## src/rtl/skid_pkg.sv

```systemverilog
package skid_pkg;
  localparam int NTHREADS     = 2;
  localparam int FIFO_DEPTH   = 4;   // power of two
  localparam int SEQ_BITS     = 8;
  localparam int ISSUE_W      = 2;
  localparam int BUF_CAP      = 6;
  localparam int LATER_STAGES = 2;
  localparam int CNT_BITS     = $clog2(FIFO_DEPTH + 1);

  typedef enum logic [2:0] {
    ST_IDLE       = 3'd0,
    ST_RUN        = 3'd1,
    ST_BLOCKED    = 3'd2,
    ST_UNBLOCKING = 3'd3,
    ST_SQUASHING  = 3'd4
  } status_e;

  // Control-to-datapath strobes: one push flag and one pop count per thread.
  typedef struct packed {
    logic [NTHREADS-1:0]               push;
    logic [NTHREADS-1:0][CNT_BITS-1:0] pop;
  } strobe_t;
endpackage

```

## src/rtl/skid_store.sv

```systemverilog
module skid_store #(
  parameter int THREADS = skid_pkg::NTHREADS,
  parameter int DEPTH   = skid_pkg::FIFO_DEPTH,
  parameter int SEQ_W   = skid_pkg::SEQ_BITS,
  parameter int CNT_W   = $clog2(DEPTH + 1)
) (
  input  logic                                     clk,
  input  logic                                     rstN,
  input  skid_pkg::strobe_t                        strobe,
  input  logic [SEQ_W-1:0]                         wrSeq,
  output logic [THREADS-1:0][CNT_W-1:0]            count,
  output logic [THREADS-1:0][DEPTH-1:0][SEQ_W-1:0] view
);
  localparam int PTR_W = $clog2(DEPTH);

  for (genvar t = 0; t < THREADS; t++) begin : g_thr
    logic [SEQ_W-1:0] mem [DEPTH];
    logic [PTR_W-1:0] rdPtr;
    logic [CNT_W-1:0] cnt;
    logic [PTR_W-1:0] wrPtr;

    assign wrPtr = rdPtr + cnt[PTR_W-1:0];

    always_ff @(posedge clk) begin
      if (!rstN) begin
        rdPtr <= '0;
        cnt   <= '0;
      end else begin
        rdPtr <= rdPtr + strobe.pop[t][PTR_W-1:0];
        cnt   <= cnt + CNT_W'(strobe.push[t]) - strobe.pop[t];
      end
    end

    always_ff @(posedge clk) begin
      if (strobe.push[t]) mem[wrPtr] <= wrSeq;
    end

    assign count[t] = cnt;
    for (genvar i = 0; i < DEPTH; i++) begin : g_view
      assign view[t][i] = mem[rdPtr + PTR_W'(i)];
    end
  end
endmodule

```

## src/rtl/skid_ctrl.sv

```systemverilog
module skid_ctrl #(
  parameter int THREADS = skid_pkg::NTHREADS,
  parameter int DEPTH   = skid_pkg::FIFO_DEPTH,
  parameter int SEQ_W   = skid_pkg::SEQ_BITS,
  parameter int WIDTH   = skid_pkg::ISSUE_W,
  parameter int CAP     = skid_pkg::BUF_CAP,
  parameter int LATER   = skid_pkg::LATER_STAGES,
  parameter int CNT_W   = $clog2(DEPTH + 1),
  parameter int TID_W   = $clog2(THREADS),
  parameter int DN_W    = $clog2(THREADS * WIDTH + 1),
  parameter int FREE_W  = $clog2(CAP + 1)
) (
  input  logic                                     clk,
  input  logic                                     rstN,
  input  logic                                     inValid,
  input  logic [TID_W-1:0]                         inTid,
  input  logic [SEQ_W-1:0]                         inSeq,
  input  logic                                     inSquashed,
  input  logic [THREADS-1:0]                       squashValid,
  input  logic [THREADS-1:0][SEQ_W-1:0]            squashSeq,
  input  logic [THREADS-1:0][LATER-1:0]            nextBlock,
  input  logic [THREADS-1:0][LATER-1:0]            nextUnblock,
  input  logic [THREADS-1:0]                       resStall,
  input  logic [DN_W-1:0]                          dnFree,
  input  logic [THREADS-1:0][CNT_W-1:0]            count,
  input  logic [THREADS-1:0][DEPTH-1:0][SEQ_W-1:0] view,
  output skid_pkg::strobe_t                        strobe,
  output logic [THREADS*WIDTH-1:0]                 issueValid,
  output logic [THREADS*WIDTH-1:0][SEQ_W-1:0]      issueSeq,
  output logic [THREADS-1:0]                       blockPulse,
  output logic [THREADS-1:0]                       unblockPulse,
  output logic [FREE_W-1:0]                        upFree,
  output logic [THREADS*3-1:0]                     threadStatus
);
  import skid_pkg::*;

  status_e statusQ [THREADS];
  status_e statusD [THREADS];
  logic [THREADS-1:0][LATER-1:0] stallQ, stallD;

  always_comb begin
    int  budget;
    int  total;
    logic go;
    logic canIssue;

    // Stall bits: a block sets, an unblock clears (unblock wins).
    stallD = stallQ;
    for (int t = 0; t < THREADS; t++)
      for (int s = 0; s < LATER; s++) begin
        if (nextBlock[t][s])   stallD[t][s] = 1'b1;
        if (nextUnblock[t][s]) stallD[t][s] = 1'b0;
      end

    total = 0;
    for (int t = 0; t < THREADS; t++) total += int'(count[t]);
    upFree = FREE_W'(CAP - total);

    budget       = int'(dnFree);
    strobe       = '0;
    issueValid   = '0;
    issueSeq     = '0;
    blockPulse   = '0;
    unblockPulse = '0;

    for (int t = 0; t < THREADS; t++) begin
      statusD[t] = statusQ[t];
      canIssue   = 1'b0;
      go         = 1'b1;
      if (squashValid[t]) begin
        statusD[t] = ST_SQUASHING;
        for (int i = 0; i < DEPTH; i++) begin
          if (go && i < int'(count[t]) && view[t][i] > squashSeq[t])
            strobe.pop[t] = strobe.pop[t] + CNT_W'(1);
          else
            go = 1'b0;
        end
      end else if (stallD[t][0] || resStall[t]) begin
        statusD[t]    = ST_BLOCKED;
        blockPulse[t] = (statusQ[t] != ST_BLOCKED);
      end else begin
        case (statusQ[t])
          ST_BLOCKED:   statusD[t] = ST_UNBLOCKING;
          ST_SQUASHING: statusD[t] = (count[t] != '0) ? ST_UNBLOCKING : ST_RUN;
          ST_UNBLOCKING: begin
            if (count[t] == '0) begin
              statusD[t]      = ST_RUN;
              unblockPulse[t] = 1'b1;
            end else begin
              canIssue = 1'b1;
            end
          end
          default: canIssue = 1'b1;
        endcase
      end

      if (canIssue) begin
        for (int j = 0; j < WIDTH; j++) begin
          if (j < int'(count[t]) && budget > 0) begin
            issueValid[t*WIDTH+j] = 1'b1;
            issueSeq[t*WIDTH+j]   = view[t][j];
            strobe.pop[t]         = strobe.pop[t] + CNT_W'(1);
            budget--;
          end
        end
      end
    end

    if (inValid && !inSquashed &&
        !(squashValid[inTid] && inSeq > squashSeq[inTid]) &&
        int'(count[inTid]) < DEPTH && total < CAP)
      strobe.push[inTid] = 1'b1;

    for (int t = 0; t < THREADS; t++) threadStatus[t*3 +: 3] = statusQ[t];
  end

  always_ff @(posedge clk) begin
    if (!rstN) begin
      stallQ <= '0;
      for (int t = 0; t < THREADS; t++) statusQ[t] <= ST_IDLE;
    end else begin
      stallQ <= stallD;
      for (int t = 0; t < THREADS; t++) statusQ[t] <= statusD[t];
    end
  end
endmodule

```

## src/rtl/skid_stage.sv

```systemverilog
module skid_stage #(
  parameter int THREADS = skid_pkg::NTHREADS,
  parameter int DEPTH   = skid_pkg::FIFO_DEPTH,
  parameter int SEQ_W   = skid_pkg::SEQ_BITS,
  parameter int WIDTH   = skid_pkg::ISSUE_W,
  parameter int CAP     = skid_pkg::BUF_CAP,
  parameter int LATER   = skid_pkg::LATER_STAGES,
  parameter int CNT_W   = $clog2(DEPTH + 1),
  parameter int TID_W   = $clog2(THREADS),
  parameter int DN_W    = $clog2(THREADS * WIDTH + 1),
  parameter int FREE_W  = $clog2(CAP + 1)
) (
  input  logic                           clk,
  input  logic                           rstN,
  input  logic                           inValid,
  input  logic [TID_W-1:0]               inTid,
  input  logic [SEQ_W-1:0]               inSeq,
  input  logic                           inSquashed,
  input  logic [THREADS-1:0]             squashValid,
  input  logic [THREADS*SEQ_W-1:0]       squashSeq,
  input  logic [THREADS*LATER-1:0]       nextBlock,
  input  logic [THREADS*LATER-1:0]       nextUnblock,
  input  logic [THREADS-1:0]             resStall,
  input  logic [DN_W-1:0]                dnFree,
  output logic [THREADS*WIDTH-1:0]       issueValid,
  output logic [THREADS*WIDTH*SEQ_W-1:0] issueSeq,
  output logic [THREADS-1:0]             blockPulse,
  output logic [THREADS-1:0]             unblockPulse,
  output logic [FREE_W-1:0]              upFree,
  output logic [THREADS*3-1:0]           threadStatus
);
  skid_pkg::strobe_t                        strobe;
  logic [THREADS-1:0][CNT_W-1:0]            count;
  logic [THREADS-1:0][DEPTH-1:0][SEQ_W-1:0] view;

  skid_ctrl #(
    .THREADS(THREADS), .DEPTH(DEPTH), .SEQ_W(SEQ_W), .WIDTH(WIDTH),
    .CAP(CAP), .LATER(LATER), .CNT_W(CNT_W), .TID_W(TID_W),
    .DN_W(DN_W), .FREE_W(FREE_W)
  ) u_ctrl (
    .clk(clk), .rstN(rstN), .inValid(inValid), .inTid(inTid), .inSeq(inSeq),
    .inSquashed(inSquashed), .squashValid(squashValid), .squashSeq(squashSeq),
    .nextBlock(nextBlock), .nextUnblock(nextUnblock), .resStall(resStall),
    .dnFree(dnFree), .count(count), .view(view), .strobe(strobe),
    .issueValid(issueValid), .issueSeq(issueSeq), .blockPulse(blockPulse),
    .unblockPulse(unblockPulse), .upFree(upFree), .threadStatus(threadStatus)
  );

  skid_store #(
    .THREADS(THREADS), .DEPTH(DEPTH), .SEQ_W(SEQ_W), .CNT_W(CNT_W)
  ) u_store (
    .clk(clk), .rstN(rstN), .strobe(strobe), .wrSeq(inSeq),
    .count(count), .view(view)
  );
endmodule

```

## config.mk

```make
export PLATFORM = sky130hd
export DESIGN_NAME = skid_stage
export DESIGN_NICKNAME = d
export VERILOG_FILES = /design/src/rtl/skid_pkg.sv /design/src/rtl/skid_store.sv /design/src/rtl/skid_ctrl.sv /design/src/rtl/skid_stage.sv
export SDC_FILE = /design/constraint.sdc
export NUM_CORES = 1
export LEC_CHECK = 0
export ABC_CLOCK_PERIOD_IN_PS = 6900
export BUFFER_PORTS_ARGS = -buffer_cell sky130_fd_sc_hd__clkbuf_2
export CAP_MARGIN = 20
export CORE_MARGIN = 1.5
export CORE_UTILIZATION = 54
export DETAILED_ROUTE_END_ITERATION = 6
export PLACE_DENSITY = 0.84
export SYNTH_ARGS = -nofsm -noshare
export SYNTH_HDL_FRONTEND = slang
export SYNTH_SLANG_ARGS = --single-unit
```

## constraint.sdc

```tcl
create_clock -name clk -period 6.9 [get_ports clk]
set_clock_uncertainty 0.15 [all_clocks]
set_input_delay 1.38 -clock clk [delete_from_list [all_inputs] [get_ports clk]]
set_output_delay 1.38 -clock clk [all_outputs]
set_load 0.01 [all_outputs]
```

* Word level (Yosys, flattened, before mapping)
Memories as Yosys holds them, arrays and structs flattened. A register that Yosys moved wholly into a read port is not among the register bits. Cells that the tools add are included.
Storage, ports and cells: bits in registers 12, RAM bits 70, word-level logic and storage cells 214, memories 3, output and inout port bits 49
Cells by class: $lt $le $gt $ge 25, equality and inequality tests 8, muxes and demuxes 107, reduce and logical (&&, ||, !) cells 34, add/subtract/negate cells 29, bitwise operators 2
Memory list:
- u_store.g_thr[0].mem | depth 4, width 8, read ports 4, clocked after memory_dff 1, write ports 1, line skid_store.sv:17 | logic [SEQ_W-1:0] mem [DEPTH];
- u_store.g_thr[1].mem | depth 4, width 8, read ports 4, clocked after memory_dff 1, write ports 1, line skid_store.sv:17
- u_ctrl.statusQ | depth 2, width 3, read ports 2, clocked after memory_dff 0, write ports 2, line skid_ctrl.sv:37 | status_e statusQ [THREADS];
Operator list (count):
- $mux 32 | 6
- $gt 32x1->1 const B | 3
- $mux 3 | 32
- $gt 8x8->1 | 9
- $sub 32x2->32 const B | 2
- $mux 1 | 49
- $mux 8 | 6
- $mux 16 | 2
- $add 3x1->3 const B | 10
- $logic_and 1x1->1 | 24
- $pmux 3 s3 | 2
- $mux 2 | 7
- $eq 3x2->1 const B | 4
- $lt 1x3->1 const A | 4
- $lt 2x3->1 const A | 4
- $add 2x2->2 | 4
- $add 2x2->2 const B | 4
- $add 3x1->3 | 2
- $eq 3x3->1 const B | 2
- $logic_not 3->1 | 2
- $ne 3x2->1 const B | 2
- $reduce_bool 3->1 | 2
- $sub 3x3->3 | 2
- $add 2x1->2 const B | 2
- 14 further kinds | 19

* Logic depth before layout (Yosys ltp)
Gate-level depths: netlist (run 1).
depth in word-level cells 24, depth in mapped cells 33

* By module
A second synthesis (run 1) with hierarchy kept.
Second synthesis, totals: cell total of the unflattened synthesis 696, area, all modules 7986.4 µm²
By module, submodules not included:
- skid_store | area each 4274.1 µm², sequential area each 2122.0 µm², times used 1, cells an instance 213
- skid_ctrl | area each 3712.3 µm², sequential area each 160.2 µm², times used 1, cells an instance 483

* Least setup slack after synthesis (run 1)
OpenSTA, ideal clock, no wires.
path type input port to flip-flop, start in dnFree[1], end reg u_store.g_thr[1].cnt[2], arrival 6.847 ns, path slack -0.168 ns, setup time 0.071 ns, stages on the path 29, data required time 6.679 ns, cells stage by stage inv_1 > ha_1 > ha_1 > nor2_1 > mux2_2 > ha_1 > a21boi_1 > clkbuf_1 > or3_1 > a21oi_1 > xnor2_1 > ha_1 > nand2_1 > or4_1 > and3_1 > buf_6 > a211o_1 > nand4_4 > nand2_1 > xor2_1 > o21ai_0 > ha_1 > inv_1 > ha_1 > fa_1 > xnor2_1 > xnor2_1 > or3_1 > a21oi_1
Between the ends: cells in the longest elaborated chain, start to end 17, elaborated cells between the ends (all ways) 23, those cells by class add/sub: 5; order compare: 4; mux: 10; reduce/logical: 4
RTL lines:
- start: declaration | line skid_stage.sv:24 | input logic [DN_W-1:0] dnFree,
- $gt 3x1->1 | line skid_ctrl.sv:99 | if (j < int'(count[t]) && budget > 0) begin
- $logic_and 1x1->1 | line skid_ctrl.sv:99
- $mux 32 | line skid_ctrl.sv:99
- $mux 32 | line skid_ctrl.sv:97 | if (canIssue) begin
- $gt 32x1->1 | line skid_ctrl.sv:99
- $logic_and 1x1->1 | line skid_ctrl.sv:99
- $mux 32 | line skid_ctrl.sv:99
- $mux 32 (*) | line skid_ctrl.sv:97
- $gt 32x1->1 | line skid_ctrl.sv:99
- $logic_and 1x1->1 | line skid_ctrl.sv:99
- $mux 32 | line skid_ctrl.sv:99
- $mux 32 | line skid_ctrl.sv:97
- $gt 32x1->1 | line skid_ctrl.sv:99
- $logic_and 1x1->1 | line skid_ctrl.sv:99
- $mux 3 (*) | line skid_ctrl.sv:99
- $mux 3 (*) | line skid_ctrl.sv:97
- $sub 3x3->3 (*) | line skid_store.sv:30 | cnt <= cnt + CNT_W'(strobe.push[t]) - strobe.pop[t];
- end signal: assignment | line skid_store.sv:30
- end: declaration | line skid_store.sv:19 | logic [CNT_W-1:0] cnt;
Every way passes the cells marked *; elsewhere a longest branch is shown, timed or not. The select of a mux whose other input is x is not followed. A chain may end at the register's enable or synchronous reset.

* Worst setup path in the final report (run 1)
start in dnFree[0], end out issueSeq[28]
Between the ends: cells in the longest elaborated chain, start to end 16, elaborated cells between the ends (all ways) 19, those cells by class add/sub: 3; order compare: 4; mux: 8; reduce/logical: 4
RTL lines:
- $gt 3x1->1 | line skid_ctrl.sv:99
- $logic_and 1x1->1 | line skid_ctrl.sv:99
- $mux 32 | line skid_ctrl.sv:99
- $mux 32 | line skid_ctrl.sv:97
- $gt 32x1->1 | line skid_ctrl.sv:99
- $logic_and 1x1->1 | line skid_ctrl.sv:99
- $mux 32 | line skid_ctrl.sv:99
- $mux 32 (*) | line skid_ctrl.sv:97
- $gt 32x1->1 | line skid_ctrl.sv:99
- $logic_and 1x1->1 | line skid_ctrl.sv:99
- $mux 32 (*) | line skid_ctrl.sv:99
- $mux 32 (*) | line skid_ctrl.sv:97
- $gt 32x1->1 (*) | line skid_ctrl.sv:99
- $logic_and 1x1->1 (*) | line skid_ctrl.sv:99
- $mux 8 (*) | line skid_ctrl.sv:99
- $mux 16 (*) | line skid_ctrl.sv:97
- end: declaration | line skid_stage.sv:26 | output logic [THREADS*WIDTH*SEQ_W-1:0] issueSeq,
Marked as above.

==> metrics, run 1 <==
Synth Warn # 0; post-route ant nets 0; Initial Util between 50% and 60%; Routed WL about 19,000 um; Seq/Total Area, Yosys between 30% and 40%; DRC marker count from the first detailed-route iteration 407; Setup-failing EPs final 0; Min Hold Slack between 300 and 400 ps; Post-synth top cells ha_1, a21oi_1, nor2_1; Final period util slightly below 100%; total die area 14,800 um2; Via Count 6,665; first drt pass iteration count 5; syn_area_per_cell between 9 and 10 um2; post-synthesis cell area about 7600 um2; Layout Cells excl Fill roughly 1,100; top-count cell post-synth ha_1; Die X 121 um; fmax between 100 and 150 MHz; remaining routing DRC violations 0; Slew @ Worst Pin 955 ps; total global routing track utilization 26.8%; total CTS buffers 9; Post-synth EDFFs 64; Critical Path End Type primary output; max-capacitance violation count 0; wire per inst ~17 um; Post-Place Cells 1,091; Leak approximately 0.004 uW; register bit total from synthesis 82; # fillers between 1,000 and 1,500; GP Congestion between 0.8 and 0.9; post-synth cell types 60; largest net degree at the start of global routing 40; Die Height 121 um; layout cells sized above 1 between 20% and 30%; sequential cell area about 2300 um2; core area 13,800 um2; Synth top area share 25.4%; Antenna Cells 0; worst vdd ir 207 uV; Mapped Cells around 820; critical path class primary input to primary output; ys async rst share 0%; Worst Path Max Fanout 8; crit path DAT 5190 ps; root buf cell clkbuf_16; antenna violations before repair 0; crit start category primary input; pwr/cell area approximately 310 nW/um2; relative slew slack between 30 and 40%; top post-synthesis cells by area edfxtp_1, ha_1, mux2i_1; IO Port Bufs between 80 and 90; H-tree levels 3; Final Net Count between 1,000 and 1,500; Top FF cell, synth edfxtp_1; Worst-Skew Late Latency 350 ps; HPWL Detailed 14,800 um; Post-Synthesis Net Count 966; first-pass GRT wire length roughly 30,000 um; CTS sink count 82; CTS tree yes; HP Class register to register; remaining global-route overflow 0; cell taking the most area after synthesis edfxtp_1; Final Max Slew Viols 0; clock buffer depth 2; vias in the first global route between 6,000 and 7,000; area of the multi-input gates between 5000 and 6000 um2; Req. time, crit path ~5400 ps; post-layout min period 6720 ps; Area Overhead vs Synth 16.3%; Clk pin slew, worst setup/hold paths 60 ps; Final Hold Fails 0; Vias/cell ~6.0; Cell Rows 43; IO Count 93; run status completed
-- per-layer routing --
layer  vias to the layer above  part of all wire (%)  GRT usage (%)
met5                         -                     0              0
met4                         0                   2.3           9.12
met1                      3142                    43           35.7
met3                        45                   5.7           3.43
li1                       3236                     -              -
met2                       242                    49           44.9
-- where the power goes --
group	switching (uW)	internal, uW
registers	75.6	577
clock network	198	243
logic	926	753
total	1200	1570
-- cell families after synthesis --
group / count (synthesis) / share of synthesized area [%]
compound gates: 190 / 15.8
xor+xnor: 31 / 3.58
fa+ha+maj: 106 / 17.8
buf+inv: 84 / 4.41
flops: 82 / 30.1
mux: 77 / 11.2
simple gates: 246 / 17.1
-- area by class of cell --
class	instances	area share, %
clock buffers	11	2.64
clock inverters	5	0.341
inverters	49	2.11
multi-input cells	650	57.3
repair buffers	132	9.17
well taps	180	2.55
flip-flops and latches	82	25.9
-- path summary, 6_finish.rpt --
kind | from | endpoint | slack (ps) | cells after the start
max reg2reg | u_store.g_thr[1].rdPtr[1] | u_store.g_thr[1].cnt[2] | 460 | 28
min | u_ctrl.stallQ[2] | u_ctrl.stallQ[2] | 340 | 2
max | dnFree[0] | issueSeq[28] | 180 | 21
min reg2reg | u_ctrl.stallQ[2] | u_ctrl.stallQ[2] | 340 | 2
-- cell usage in the layout (no fill, tap or decap), types with 20 or more instances in the layout --
cell type / count
a21oi_1: 85
and3_1: 25
buf_4: 41
edfxtp_1: 64
mux2i_1: 49
nand2_1: 30
xnor2_1: 20
clkbuf_2: 86
inv_1: 47
o21ai_0: 26
nor2b_1: 21
mux2_2: 23
ha_1: 99
nor2_1: 73
-- stage by stage --
stage | TNS, ps | util [%] | area [um2] | setup slack [ps] | power (uW)
floorplan | 0 | - | 7600 | 2.85 | 1810
global placement | -338 | 61.4 | 8450 | -44.1 | 2190
detailed placement | -1320 | 61.4 | 8450 | -176 | 2240
CTS | 0 | 63.4 | 8730 | 3.19 | 2700
global route | -9.06 | 64.0 | 8820 | -9.06 | 2980
finish | 0 | 64.0 | 8820 | 177 | 2770
-- critical path, stage by stage --
cell	delay (ps)
clkbuf_2	90
inv_1	50
ha_2	190
ha_4	170
or3_1	360
and2_4	170
ha_2	170
a21boi_2	180
or3_1	330
a21oi_2	230
xnor2_2	150
ha_2	220
nand2_1	40
or4_1	390
and3_4	180
a211o_1	330
nand4_4	110
nand3_4	100
inv_4	100
and2_1	120
clkbuf_2	120
-- state kept, by name, summed over array words and instances, names as in the netlist --
signal and count:
u_store.g_thr.cnt 6, u_store.g_thr.rdPtr 4, u_ctrl.stallQ 2, u_store.g_thr.mem 64, u_ctrl.statusQ 6
-- what timing repair did --
| action | 4_1_cts | 5_1_grt |
|---|---|---|
| gates resized for setup | 4 | 17 |
| setup buffers | 0 | 2 |
| endpoints found under the setup margin | 9 | 11 |
| pin swaps | 2 | 7 |
| hold buffers | 0 | 0 |
Power figures use the tool's default switching activity.
==> inputs of run 2 (changes only) <==
Settings changed: ABC_CLOCK_PERIOD_IN_PS 6900 to 6200, CORE_UTILIZATION 54 to 60, PLACE_DENSITY 0.84 to 0.9.
Clock period 6.9 ns to 6.2 ns, I/O delays scaled along.
==> metrics, run 2 (synthesis gave the netlist of run 1 again) <==
Slew @ Worst Pin 959 ps (+4.33 ps); remaining routing DRC violations 0 (unchanged); commonest cells after routing, fill and taps aside buf_4, ha_1, a21oi_1; remaining global-route overflow 0 (unchanged); Worst-Skew Late Latency 350 ps (about the same); Req. time, crit path 4810 ps (-560 ps); commonest non-fill, non-tap cell in the layout buf_4; Setup-failing EPs final 10 (+10); clock buffer depth 2 (unchanged); critical path class primary input to primary output; vias in the first global route 7,446 (+21%); Min Hold Slack 410 ps (+66.9 ps); run status finished with violations; max-capacitance violation count 0 (unchanged); HP Class register to register; Leak 0.00446 uW (+12%); layout cells sized above 1 30.2% (+8.6 points); Die Height 115 um (-5.0%); Layout Cells excl Fill 1,170 (+5.5%); Final Max Slew Viols 0 (unchanged); pwr/cell area 373 nW/um2 (+19%); Final period util 105%; hold buffers post-CTS 0 (unchanged); HPWL Detailed 16,400 um (+11%); biggest regs u_store.g_thr.mem (64), u_ctrl.statusQ (6), u_store.g_thr.cnt (6); Total Power 3610 uW (+30%); IO Port Bufs 88 (unchanged); DRC marker count from the first detailed-route iteration 905 (+120%); Worst Hold Depth 2 (unchanged); RSZ-0062 raised after global routing yes; total global routing track utilization 35.8% (+9.0 points); Vias/cell 6.51 (+8.4%); Worst Path Max Fanout 8 (unchanged); slowest cell delay on critical path 360 ps (-30 ps); first drt pass iteration count 7 (+2); Critical Path End Type primary output; IO Count 93 (unchanged); Die X 115 um (-5.0%); total die area 13,300 um2 (-9.8%); H-tree levels 3 (unchanged); wire per inst 20.8 um (+20%); register with the most flip-flops u_store.g_thr.mem; relative slew slack 35.8% (-0.29 points); Via Count 7,620 (+14%); largest net degree at the start of global routing 35 (-13%); CTS tree yes; Final Hold Fails 0 (unchanged); antenna violations before repair 0 (unchanged); crit start category primary input; core area 12,200 um2 (-12%); crit-path most repeated cell buf_6; GP Congestion 0.917 (+2.1%); Antenna Cells 0 (unchanged); Clk pin slew, worst setup/hold paths 70 ps (about the same); total CTS buffers 9 (unchanged); Routed WL 24,400 um (+26%); Final Net Count 1,147 (+6.8%); first-pass GRT wire length 36,600 um (+20%); number of flip-flops in the largest register 64 (unchanged); Slowest cell on crit path or3_4; worst vdd ir 207 uV (-0.27%); FF-to-FF path depth 29 (+3.6%); Cell Rows 40 (-7.0%); fmax about 150 MHz; Final WS setup -296 ps (-473 ps); failing checks negative setup slack; CTS sink count 82 (unchanged); Post-Place Cells 1,136 (+4.1%); post-route ant nets 0 (unchanged); Initial Util 62.3% (+7.3 points); crit path DAT 5110 ps (-80 ps); root buf cell clkbuf_16; Area Overhead vs Synth 27.9%; CP cell instances clkbuf_16 -> inv_12 -> ha_4 -> ha_4 -> or3_4 -> and2_4 -> ha_4 -> a21boi_4 -> or3_1 -> a21oi_2 -> xnor2_2 -> ha_2 -> buf_6 -> buf_6 -> o211ai_1 -> o31a_1 -> nand2_2 -> o32ai_4 -> nand4_4 -> buf_6 -> nand3_4 -> inv_6 -> and2_4 -> buf_6; post-layout min period 6500 ps
-- run 2: power by group --
| group | internal [uW] | switching, uW |
|---|---|---|
| sequential | 643 | 64.4 |
| combinational | 1060 | 1250 |
| clock | 357 | 238 |
| total | 2060 | 1550 |
-- run 2: metal layers --
layer,share of wire [%],global-route usage [%],up-vias,wire length (um)
li1,-,-,3389,-
met1,37,42.4,3554,8980
met5,0,0,-,0
met4,6.2,20.8,0,1520
met2,48,60.7,507,11800
met3,8.5,6.85,170,2070
-- run 2: path summary, 6_finish.rpt --
check / startpoint / endpoint / slack [ps]
worst max-delay path: dnFree[0] / issueSeq[29] / -300
worst min-delay path: u_ctrl.stallQ[2] / u_ctrl.stallQ[2] / 410
worst max register to register: u_store.g_thr[1].rdPtr[1] / u_store.g_thr[1].cnt[2] / -120
worst min register to register: u_ctrl.stallQ[2] / u_ctrl.stallQ[2] / 410
-- run 2: area by class of cell --
class / count / area, um2
clock inverters: 7 / 101
flip-flops and latches: 82 / 2290
fillers: 699 / 2460
inverters: 49 / 214
multi-input cells: 650 / 5170
repair buffers: 205 / 1490
clock buffers: 9 / 225
well taps: 168 / 210
-- run 2: worst max-delay path: cells and delay by family --
kind,cells,cell delay [ps]
XOR/XNOR,1,100
buffers and inverters,7,690
adder cells (fa/ha/maj),4,680
AND/OR/NAND/NOR,7,1370
AO/OA/AOI/OAI,5,1000
-- run 2: metrics by stage --
| stage | utilization, % | setup WS [ps] | area, um2 | TNS, ps |
|---|---|---|---|---|
| 2_1_floorplan | - | -316 | 7700 | -972 |
| 3_3_place_gp | 73.8 | -455 | 8970 | -4080 |
| 3_5_place_dp | 73.8 | -604 | 8970 | -5080 |
| 4_1_cts | 77.8 | -167 | 9470 | -1440 |
| 5_1_grt | 79.7 | -465 | 9700 | -4060 |
| 6_report | 79.7 | -296 | 9700 | -2710 |
-- run 2: repair_timing --
action | in CTS | in global routing
cloned | 0 | 1
buffers inserted | 6 | 11
pin swaps | 7 | 9
endpoints found under the setup margin | 10 | 21
resized for setup | 25 | 43
